<file path="src/rtl/bsc_pkg.sv">
package bsc_pkg;
  typedef enum logic [1:0] {
    BOOT_NAND   = 2'b00,
    BOOT_EXTMEM = 2'b01,
    BOOT_MMC    = 2'b10,
    BOOT_UART   = 2'b11
  } boot_mode_e;

  typedef struct packed {
    logic [3:0] pcfg;
    boot_mode_e mode;
  } strap_t;

  localparam logic [31:0] ROM_VECTOR = 32'h0000_8000;
  localparam logic [31:0] EXT_VECTOR = 32'h0200_0000;

  localparam int EN_EXTMEM = 0;
  localparam int EN_DMA    = 1;
  localparam int EN_MMC    = 2;
  localparam int EN_UART   = 3;
  localparam int EN_W      = 4;
endpackage

</file>
<file path="src/rtl/strap_capture.sv">
module strap_capture
  import bsc_pkg::*;
#(
  parameter int         ADDR_W   = 14,
  parameter int         MODE_LSB = 12,
  parameter int         PCFG_LSB = 8,
  parameter logic [1:0] DEF_MODE = 2'b00,
  parameter logic [3:0] DEF_PCFG = 4'b1101
) (
  input  logic              clk,
  input  logic              rst_any,
  input  logic [ADDR_W-1:0] pad_in,
  output logic              core_rst,
  output strap_t            straps,
  output logic [ADDR_W-1:0] pull_up_en,
  output logic [ADDR_W-1:0] pull_dn_en
);
  localparam logic [ADDR_W-1:0] FIELD_MASK =
    (ADDR_W'(2'b11) << MODE_LSB) | (ADDR_W'(4'hF) << PCFG_LSB);
  localparam logic [ADDR_W-1:0] UP_MASK =
    (ADDR_W'(DEF_MODE) << MODE_LSB) | (ADDR_W'(DEF_PCFG) << PCFG_LSB);
  localparam logic [ADDR_W-1:0] DN_MASK = FIELD_MASK & ~UP_MASK;

  logic sync1, sync2;

  always_ff @(posedge clk) begin
    sync1 <= rst_any;
    sync2 <= sync1 | rst_any;
  end

  always_ff @(posedge clk) begin
    if (sync2) begin
      straps.mode <= boot_mode_e'(pad_in[MODE_LSB +: 2]);
      straps.pcfg <= pad_in[PCFG_LSB +: 4];
    end
  end

  assign core_rst   = sync2;
  assign pull_up_en = sync2 ? UP_MASK : '0;
  assign pull_dn_en = sync2 ? DN_MASK : '0;

  p_cfg_hold_r3: assert property (@(posedge clk) disable iff (rst_any)
    (!core_rst && !$past(core_rst)) |-> $stable(straps));
endmodule

</file>
<file path="src/rtl/boot_decode.sv">
module boot_decode
  import bsc_pkg::*;
(
  input  logic            clk,
  input  logic            core_rst,
  input  strap_t          straps,
  output logic [31:0]     jump_target,
  output logic [EN_W-1:0] mod_en,
  output logic            cs0_boot,
  output logic            stat_gpio_oe,
  output logic [3:0]      pin_cfg_out
);
  logic            ext_path;
  logic [EN_W-1:0] en_next;

  assign ext_path = (straps.mode == BOOT_NAND) || (straps.mode == BOOT_EXTMEM);

  always_comb begin
    en_next            = '0;
    en_next[EN_EXTMEM] = ext_path;
    en_next[EN_DMA]    = (straps.mode != BOOT_EXTMEM);
    en_next[EN_MMC]    = (straps.mode == BOOT_MMC);
    en_next[EN_UART]   = (straps.mode == BOOT_UART);
  end

  always_ff @(posedge clk) begin
    if (core_rst) begin
      jump_target  <= ROM_VECTOR;
      mod_en       <= '0;
      cs0_boot     <= 1'b0;
      stat_gpio_oe <= 1'b0;
      pin_cfg_out  <= '0;
    end else begin
      jump_target  <= (straps.mode == BOOT_EXTMEM) ? EXT_VECTOR : ROM_VECTOR;
      mod_en       <= en_next;
      cs0_boot     <= ext_path;
      stat_gpio_oe <= (straps.mode != BOOT_EXTMEM);
      pin_cfg_out  <= ext_path ? straps.pcfg : 4'h0;
    end
  end

  p_uart_mode_r6: assert property (@(posedge clk) disable iff (core_rst)
    mod_en[EN_UART] |-> straps.mode == BOOT_UART);
  p_mmc_uart_excl_r6: assert property (@(posedge clk) disable iff (core_rst)
    $countones(mod_en[EN_UART:EN_MMC]) <= 1);
  p_cs_vs_status_r7: assert property (@(posedge clk) disable iff (core_rst)
    cs0_boot |-> mod_en[EN_EXTMEM]);
endmodule

</file>
<file path="src/rtl/fetch_force.sv">
module fetch_force (
  input  logic clk,
  input  logic core_rst,
  input  logic fetch_ack,
  output logic force_jump
);
  logic armed;

  always_ff @(posedge clk) begin
    if (core_rst) begin
      armed      <= 1'b1;
      force_jump <= 1'b0;
    end else begin
      if (force_jump && fetch_ack) armed <= 1'b0;
      force_jump <= armed && !(force_jump && fetch_ack);
    end
  end

  p_jump_clear_r8: assert property (@(posedge clk) disable iff (core_rst)
    (force_jump && fetch_ack) |=> !force_jump);
  p_jump_once_r8: assert property (@(posedge clk) disable iff (core_rst)
    (!force_jump && !armed) |=> !force_jump);
endmodule

</file>
<file path="src/rtl/boot_strap_ctrl.sv">
module boot_strap_ctrl
  import bsc_pkg::*;
#(
  parameter int         ADDR_W   = 14,
  parameter int         MODE_LSB = 12,
  parameter int         PCFG_LSB = 8,
  parameter logic [1:0] DEF_MODE = 2'b00,
  parameter logic [3:0] DEF_PCFG = 4'b1101
) (
  input  logic              clk,
  input  logic              por_rst,
  input  logic              warm_rst,
  input  logic              max_rst,
  input  logic [ADDR_W-1:0] pad_in,
  input  logic [ADDR_W-1:0] mem_addr,
  output logic [ADDR_W-1:0] pad_out,
  output logic [ADDR_W-1:0] pad_oe,
  output logic [ADDR_W-1:0] pull_up_en,
  output logic [ADDR_W-1:0] pull_dn_en,
  output logic              core_rst,
  output logic [31:0]       boot_cfg_rd,
  input  logic              fetch_ack,
  output logic              force_jump,
  output logic [31:0]       jump_target,
  output logic [EN_W-1:0]   mod_en,
  output logic              cs0_boot,
  output logic              stat_gpio_oe,
  output logic [3:0]        pin_cfg_out
);
  localparam int CFG_W = $bits(strap_t);

  logic   rst_any;
  strap_t straps;

  assign rst_any = por_rst | warm_rst | max_rst;

  strap_capture #(
    .ADDR_W(ADDR_W), .MODE_LSB(MODE_LSB), .PCFG_LSB(PCFG_LSB),
    .DEF_MODE(DEF_MODE), .DEF_PCFG(DEF_PCFG)
  ) u_cap (
    .clk        (clk),
    .rst_any    (rst_any),
    .pad_in     (pad_in),
    .core_rst   (core_rst),
    .straps     (straps),
    .pull_up_en (pull_up_en),
    .pull_dn_en (pull_dn_en)
  );

  boot_decode u_dec (
    .clk          (clk),
    .core_rst     (core_rst),
    .straps       (straps),
    .jump_target  (jump_target),
    .mod_en       (mod_en),
    .cs0_boot     (cs0_boot),
    .stat_gpio_oe (stat_gpio_oe),
    .pin_cfg_out  (pin_cfg_out)
  );

  fetch_force u_ff (
    .clk        (clk),
    .core_rst   (core_rst),
    .fetch_ack  (fetch_ack),
    .force_jump (force_jump)
  );

  assign pad_oe      = {ADDR_W{~core_rst}};
  assign pad_out     = mem_addr;
  assign boot_cfg_rd = {{(32-CFG_W){1'b0}}, straps};

  p_pull_off_r2: assert property (@(posedge clk) disable iff (rst_any)
    (|pad_oe) |-> (pull_up_en == '0 && pull_dn_en == '0));
  p_target_legal_r5: assert property (@(posedge clk) disable iff (rst_any)
    force_jump |-> (jump_target == ROM_VECTOR || jump_target == EXT_VECTOR));
  p_ext_target_r5: assert property (@(posedge clk) disable iff (rst_any)
    (force_jump && jump_target == EXT_VECTOR) |-> cs0_boot);
endmodule

</file>
<file path="config.mk">
export PLATFORM = sky130hd
export DESIGN_NAME = boot_strap_ctrl
export DESIGN_NICKNAME = d
export VERILOG_FILES = /design/src/rtl/bsc_pkg.sv /design/src/rtl/strap_capture.sv /design/src/rtl/boot_decode.sv /design/src/rtl/fetch_force.sv /design/src/rtl/boot_strap_ctrl.sv
export SDC_FILE = /design/constraint.sdc
export NUM_CORES = 1
export LEC_CHECK = 0
export BUFFER_PORTS_ARGS = -buffer_cell sky130_fd_sc_hd__buf_4
export CORE_MARGIN = 10
export CORE_UTILIZATION = 36
export DETAILED_ROUTE_END_ITERATION = 10
export PLACE_DENSITY_LB_ADDON = 0.15
export SETUP_SLACK_MARGIN = 0.05
export SYNTH_ARGS = -nofsm -noshare
export SYNTH_HDL_FRONTEND = slang
export SYNTH_SLANG_ARGS = --single-unit
</file>
<file path="constraint.sdc">
create_clock -name clk -period 2.5 [get_ports clk]
set_input_delay 0 -clock clk [delete_from_list [all_inputs] [get_ports clk]]
set_output_delay 0 -clock clk [all_outputs]
set_load 0.01 [all_outputs]
</file>
==> out/metrics.cfg, run 1 <==
[setup_path]
end_kind=flop
critPathKind=input pin to flop
crit_slowest_cell=dlygate4sd3_1
required_ps=2640
path_max_fanout=2
cpPeakStageDelay_ps=560
crit_family=buffers and inverters
crit_path_frequent_cell=dlygate4sd3_1
crit_buf_inv=3
path_cells=dlygate4sd3_1, buf_4, or3_4, dlygate4sd3_1
start_kind=input pin
crit_arrival_ps=1550

[drt]
vias=700
routed-wl-met2_um=1500
top_layer=met4
dr.pass1.iters=2
drt-initial-drc-count=26
antenna_left=0
routedWlPerCell_um=13.0
drc_errors=0
routedLengthMet1_um=847
dr_wl_met3_um=504
finalWirelength_um=2940
via_per_inst=3.10

[global_routing]
antenna_found_initial=0
overflow=0
grt_pass1_vias=780
grt_use_total=0.0737
grt_pass1_wl_um=3880
grt_max_degree=19

[clock_network]
cts.repair.resized=0
cts.sinks=20
cts_tree=done
clkTransAtPathRegs_ps=70
clock_latency_ps=250
holdBufCountCts=8
cts-root-buf=clkbuf_8
clock_path_buffers=2
cts_made_buffers=3
postCtsSetupRepairBufs=0
htreeDepth=1

[logic_synthesis]
yosys-top-cells-area=buf_4, dfxtp_1, edfxtp_1
ys_warn_count=0
yosysUniqueCellTypes=15
mappedNetlistArea_um2=1410
syn_avg_cell_area_um2=9.35
synth-seq-cells=20
synthCells=151
synthDominantCellAreaShare=0.601
yosysSeqAreaShare=0.326
yosysTopAreaCell=buf_4

[timing]
rsz0062_at_grt=false
max_freq_ghz=0.711
fin_crit_sh=0.562
setup_viol_count_final=0
drv_slew=0
clock_skew_ps=3.15
fin_tns_setup_ps=0
layout_min_cycle_time_ps=1410
hold_viol_final=0

[finish]
layout_commonest_cell=conb_1
layout_common_cells=conb_1, buf_4, dfxtp_1
stdcell_area_um2=1450
diodes=0
drive_above_1_share=0.315
areaGrowthSynthToFinish_pct=2.48
final_nets=212

[floorplan]
start_util=0.380
io_pins=165
coreArea_um2=3720
die_x_um=82.6
rows=22
dieArea_um2=6830
dieHeight_um=82.6

[worst_hold_path]
worst_hold_path_type=input pin to primary output

[placed_design]
io_buffers=50
postPlaceCellArea_um2=1290
post-dp-hpwl_um=2560
gp_congestion=0.680

[outcome]
status=finished clean

[pwr]
ir_drop_mv=0.195
p_leak_nw=0.808
p_per_area_nw_per_um2=528

[run]
drv_cap=0

-- power by group --
group          internal [mW]  switching [mW]
registers              0.341         0.00452
logic                 0.0306          0.0743
clock network          0.214           0.100
-- synthesized netlist by cell type --
cell        n
buf_4     113
dfxtp_1    14
edfxtp_1    6
and2_1      4
and3_1      3
inv_1       2
a21o_1      1
a21oi_1     1
conb_1      1
nand2_1     1
nand3_1     1
nor2_1      1
nor3_1      1
or2_1       1
or3_4       1
-- flip-flops by register name (all words and copies together), names as in the netlist --
| name | cells |
|---|---|
| u_cap.sync1 | 1 |
| u_cap.core_rst | 1 |
| u_dec.mod_en | 4 |
| u_dec.jump_target | 2 |
| u_ff.armed | 1 |
| u_cap.straps | 6 |
| u_dec.pin_cfg_out | 4 |
| u_ff.force_jump | 1 |
-- through the flow --
step | total power [mW] | utilization | setup slack, ps | hold WS (ps) | instances
final | 0.764 | 0.389 | 1090 | 0.00392 | 226
after global routing | 0.805 | 0.389 | 1080 | 0.0188 | 226
after CTS | 0.768 | 0.389 | 1100 | 0.0686 | 226
after detailed placement | 0.441 | 0.348 | 1420 | 0.0686 | 214
after global placement | 0.440 | 0.348 | 1420 | 0.0686 | 214
after floorplan | 0.530 | - | 1120 | 91.8 | 228
-- logic make-up (layout without fill, tap and decap cells) --
group / after synthesis / in the layout / synth area share
AOI/OAI and AO/OA: 2 / 2 / 0.00886
DFF: 20 / 20 / 0.326
buffers and inverters: 115 / 65 / 0.606
other: 1 / 78 / 0.00266
and+or+nand+nor: 13 / 13 / 0.0558
-- path summary, 6_finish.rpt --
check	startpoint	to	slack [ps]	cells past startpoint
min reg2reg	u_cap.sync1$_DFF_P_	u_cap.core_rst$_DFF_P_	410	1
min	mem_addr[1]	pad_out[1]	0.004	0
max reg2reg	u_cap.core_rst$_DFF_P_	u_dec.mod_en[3]$_SDFF_PP0_	1440	2
max	max_rst	u_cap.sync1$_DFF_P_	1090	4
-- per-layer routing --
| layer | track usage | up-vias |
|---|---|---|
| met4 | 0.0468 | 0 |
| li1 | - | 327 |
| met3 | 0.0400 | 13 |
| met5 | 0 | - |
| met1 | 0.0629 | 292 |
| met2 | 0.131 | 68 |
-- layout make-up --
type	instances	area [um2]
Inverter	2	7.51
Sequential cell	20	460
Timing Repair Buffer	59	463
Clock buffer	3	41.3
Multi-Input combinational cell	93	384
Fill cell	392	2270
Clock inverter	1	30.0
Tap cell	48	60.1
No activity file was read; power rests on OpenSTA's default activity.
==> run 2, diff against run 1 <==
ABC_AREA = 1   (was unset)
CORE_UTILIZATION = 31   (was 36)
clock period = 1.2 ns   (was 2.5 ns; I/O delays follow)
==> run 2 against run 1 <==
  * Design area up 2.9%
  * Via count is 6.1% higher
  * Non-clock buffer count rose by 3
  * Critical path depth down 2
  * Count of clock-buffer cells in the layout did not move
  * Power up 82%
==> out/metrics.cfg, run 2 <==
[outcome]
status=finished clean

[setup_path]
path_max_fanout=18  ; +16
crit_buf_inv=2  ; -1
crit_family=flip-flops
end_kind=primary output
critPathKind=flop to primary output
r2r_slack_ps=330  ; -1110 ps
crit_slowest_cell=dfxtp_2
crit_arrival_ps=1020  ; -530 ps
r2r-start=u_cap.core_rst$_DFF_P_
r2r_cells=4  ; +2
cpPeakStageDelay_ps=460  ; -100 ps
path_cells=inv_4, buf_4
start_kind=flop
required_ps=1200  ; -1440 ps
r2r_end=u_dec.jump_target[25]$_SDFF_PP0_

[drt]
routedWlPerCell_um=12.0  ; -7.8%
finalWirelength_um=2950  ; +0.31%
drt-initial-drc-count=17  ; -35%
drc_errors=0  ; unchanged
dr.pass1.iters=4  ; +2
via_per_inst=3.02  ; -2.5%
vias=743  ; +6.1%
antenna_left=0  ; unchanged

[finish]
final_nets=228  ; +7.5%
areaGrowthSynthToFinish_pct=3.12
drive_above_1_share=0.325  ; +0.0101
regMostFlops=u_cap.straps
layout_commonest_cell=conb_1
layout_common_cells=conb_1, buf_4, dfxtp_1
diodes=0  ; unchanged
largest_register_ffs=6  ; unchanged
reg.largest.list=u_cap.straps (6), u_dec.mod_en (4), u_dec.pin_cfg_out (4)

[pwr]
internal_power_mw=1.01  ; +72%
power.switching_mw=0.381  ; +110%
p_leak_nw=0.863  ; +6.9%
ir_drop_mv=0.362  ; +85%
p_per_area_nw_per_um2=934  ; +77%
seq_power_share=0.519  ; +0.067
combPwrFrac=0.165  ; +0.028
switching_share=0.274  ; +0.0400
clkPwrFrac=0.316  ; -0.095

[timing]
drv_slew=0  ; unchanged
max_freq_ghz=0.977
setup_viol_count_final=0  ; unchanged
clock_skew_ps=0.639  ; -2.51 ps
fin_tns_setup_ps=0  ; unchanged
hold_viol_final=0  ; unchanged
layout_min_cycle_time_ps=1020
rsz0062_at_grt=false
fin_crit_sh=0.853
setup_ws_ps=176  ; -918 ps

[clock_network]
clock_latency_ps=250  ; about the same
cts-root-buf=clkbuf_8
cts.sinks=20  ; unchanged
clock_path_buffers=2  ; unchanged
postCtsSetupRepairBufs=0  ; unchanged
htreeDepth=1  ; unchanged
cts_tree=done
cts_made_buffers=3  ; unchanged
clkTransAtPathRegs_ps=70  ; about the same

[global_routing]
grt_max_degree=19  ; unchanged
overflow=0  ; unchanged
antenna_found_initial=0  ; unchanged
grt_use_total=0.0602  ; -0.0134
grt_pass1_wl_um=3800  ; -2.1%
grt_pass1_vias=821  ; +5.3%

[logic_synthesis]
synth_fa_ha_area_frac=0  ; unchanged
synth_edf_count=6  ; unchanged
async_reset_ff_frac=0  ; unchanged
synth-xor-area-share=0  ; unchanged
mappedNetlistArea_um2=1440  ; +2.2%
yosysTopAreaCell=buf_4
synth_ff_type=dfxtp_1
synth_mux_area_frac=0  ; unchanged
synth_most_common_cell=buf_4
synthSimpleGateAreaFrac=0.0607  ; +0.00486
synthDominantCellAreaShare=0.588  ; -0.0130
ys_warn_count=0  ; unchanged
ys_top_cells_by_count=buf_4, dfxtp_1, nor2_1
syn_avg_cell_area_um2=8.80  ; -5.9%
synthCells=164  ; +8.6%
yosysUniqueCellTypes=13  ; -2
yosys-top-cells-area=buf_4, dfxtp_1, edfxtp_1
synth_compound_area_frac=0.00347  ; -0.00540
synth-seq-cells=20  ; unchanged
synth_top_family_by_area=buffers and inverters
yosysSeqAreaShare=0.319  ; -0.00707

[run]
drv_cap=0  ; unchanged

[worst_hold_path]
hold_depth=0  ; unchanged
worst_hold_path_type=input pin to primary output
min_to=pad_out[12]
hold_path.startpoint=mem_addr[12]

[floorplan]
dieHeight_um=88.2  ; +6.8%
rows=24  ; +9.1%
start_util=0.325  ; -0.0552
dieArea_um2=7780  ; +14%
die_x_um=88.2  ; +6.8%
coreArea_um2=4440  ; +20%
io_pins=165  ; unchanged

[placed_design]
gp_congestion=0.647  ; -4.9%
dp_slack_ps=297  ; -1130 ps
post-dp-hpwl_um=2590  ; +1.3%
io_buffers=50  ; unchanged

==> run 2: changes by cell type in the layout (fill, tap and decap cells not counted), moves of 2 or more <==
cell	change
and2_1	-4
and3_1	-3
dlygate4sd3_1	+2
inv_1	+5
inv_2	+2
nand2_1	+5
nand2_2	+2
nor2_1	+7
==> run 2: kinds of logic (layout without fill, tap and decap cells) <==
logic type / after synthesis / after routing
buffers and inverters: 123 / 76
DFF: 20 / 20
other: 1 / 78
and+or+nand+nor: 19 / 19
AOI/OAI and AO/OA: 1 / 1
==> run 2: timing repair <==
item	4_1_cts	5_1_grt
endpoints found under the setup margin	0	14
gates resized for setup	0	2
endpoints found under the hold margin	9	0
hold buffers	10	0
==> run 2: worst max path at each step <==
stage                     depth (start not counted)                         endpoint                   start  slack (ps)
after floorplan                                   3  u_dec.pin_cfg_out[0]$_SDFF_PP0_  u_cap.core_rst$_DFF_P_         240
after global placement                            3  u_dec.pin_cfg_out[2]$_SDFF_PP0_  u_cap.core_rst$_DFF_P_         290
after global routing                              2                        pad_oe[5]  u_cap.core_rst$_DFF_P_         120
final                                             2                        pad_oe[0]  u_cap.core_rst$_DFF_P_         180
after detailed placement                          3  u_dec.pin_cfg_out[3]$_SDFF_PP0_  u_cap.core_rst$_DFF_P_         300
after CTS                                         2                        pad_oe[5]  u_cap.core_rst$_DFF_P_          70
==> run 2: worst reg2reg max path, cell delays in order, from the launching register on <==
cell	delay, ps
dfxtp_2	460
buf_4	180
nor2_2	40
nand2_2	70
inv_2	30
==> run 2: area by class of cell <==
type | instances | area [um2]
Clock buffer | 3 | 41.3
Tap cell | 52 | 65.1
Inverter | 10 | 40.0
Multi-Input combinational cell | 98 | 385
Sequential cell | 20 | 462
Clock inverter | 1 | 3.75
Fill cell | 474 | 2960
Timing Repair Buffer | 62 | 490
==> run 2: per-stage QoR <==
step	std cells	power [mW]	area (um2)	hold WS, ps	util
2_1_floorplan	241	1.11	1730	91.8	-
3_3_place_gp	232	0.926	1340	0.0686	0.302
3_5_place_dp	232	0.926	1340	0.0686	0.302
4_1_cts	246	1.40	1490	0.0686	0.334
5_1_grt	246	1.45	1490	0.0172	0.335
6_report	246	1.39	1490	0.00389	0.335
==> run 2: layer usage <==
| metal | GRT usage | vias to the layer above | share of wire |
|---|---|---|---|
| met1 | 0.0527 | 311 | 0.35 |
| met5 | 0 | - | 0 |
| li1 | - | 359 | - |
| met3 | 0.0285 | 8 | 0.12 |
| met2 | 0.112 | 65 | 0.51 |
| met4 | 0.0323 | 0 | 0.018 |
==> run 2: power by group through the flow <==
stage | clock, mW | sequential (mW) | combinational [mW]
floorplan | 0 | 0.744 | 0.367
global placement | 0 | 0.738 | 0.188
CTS | 0.459 | 0.722 | 0.217
finish | 0.438 | 0.722 | 0.229
global route | 0.471 | 0.725 | 0.251
detailed placement | 0 | 0.738 | 0.188
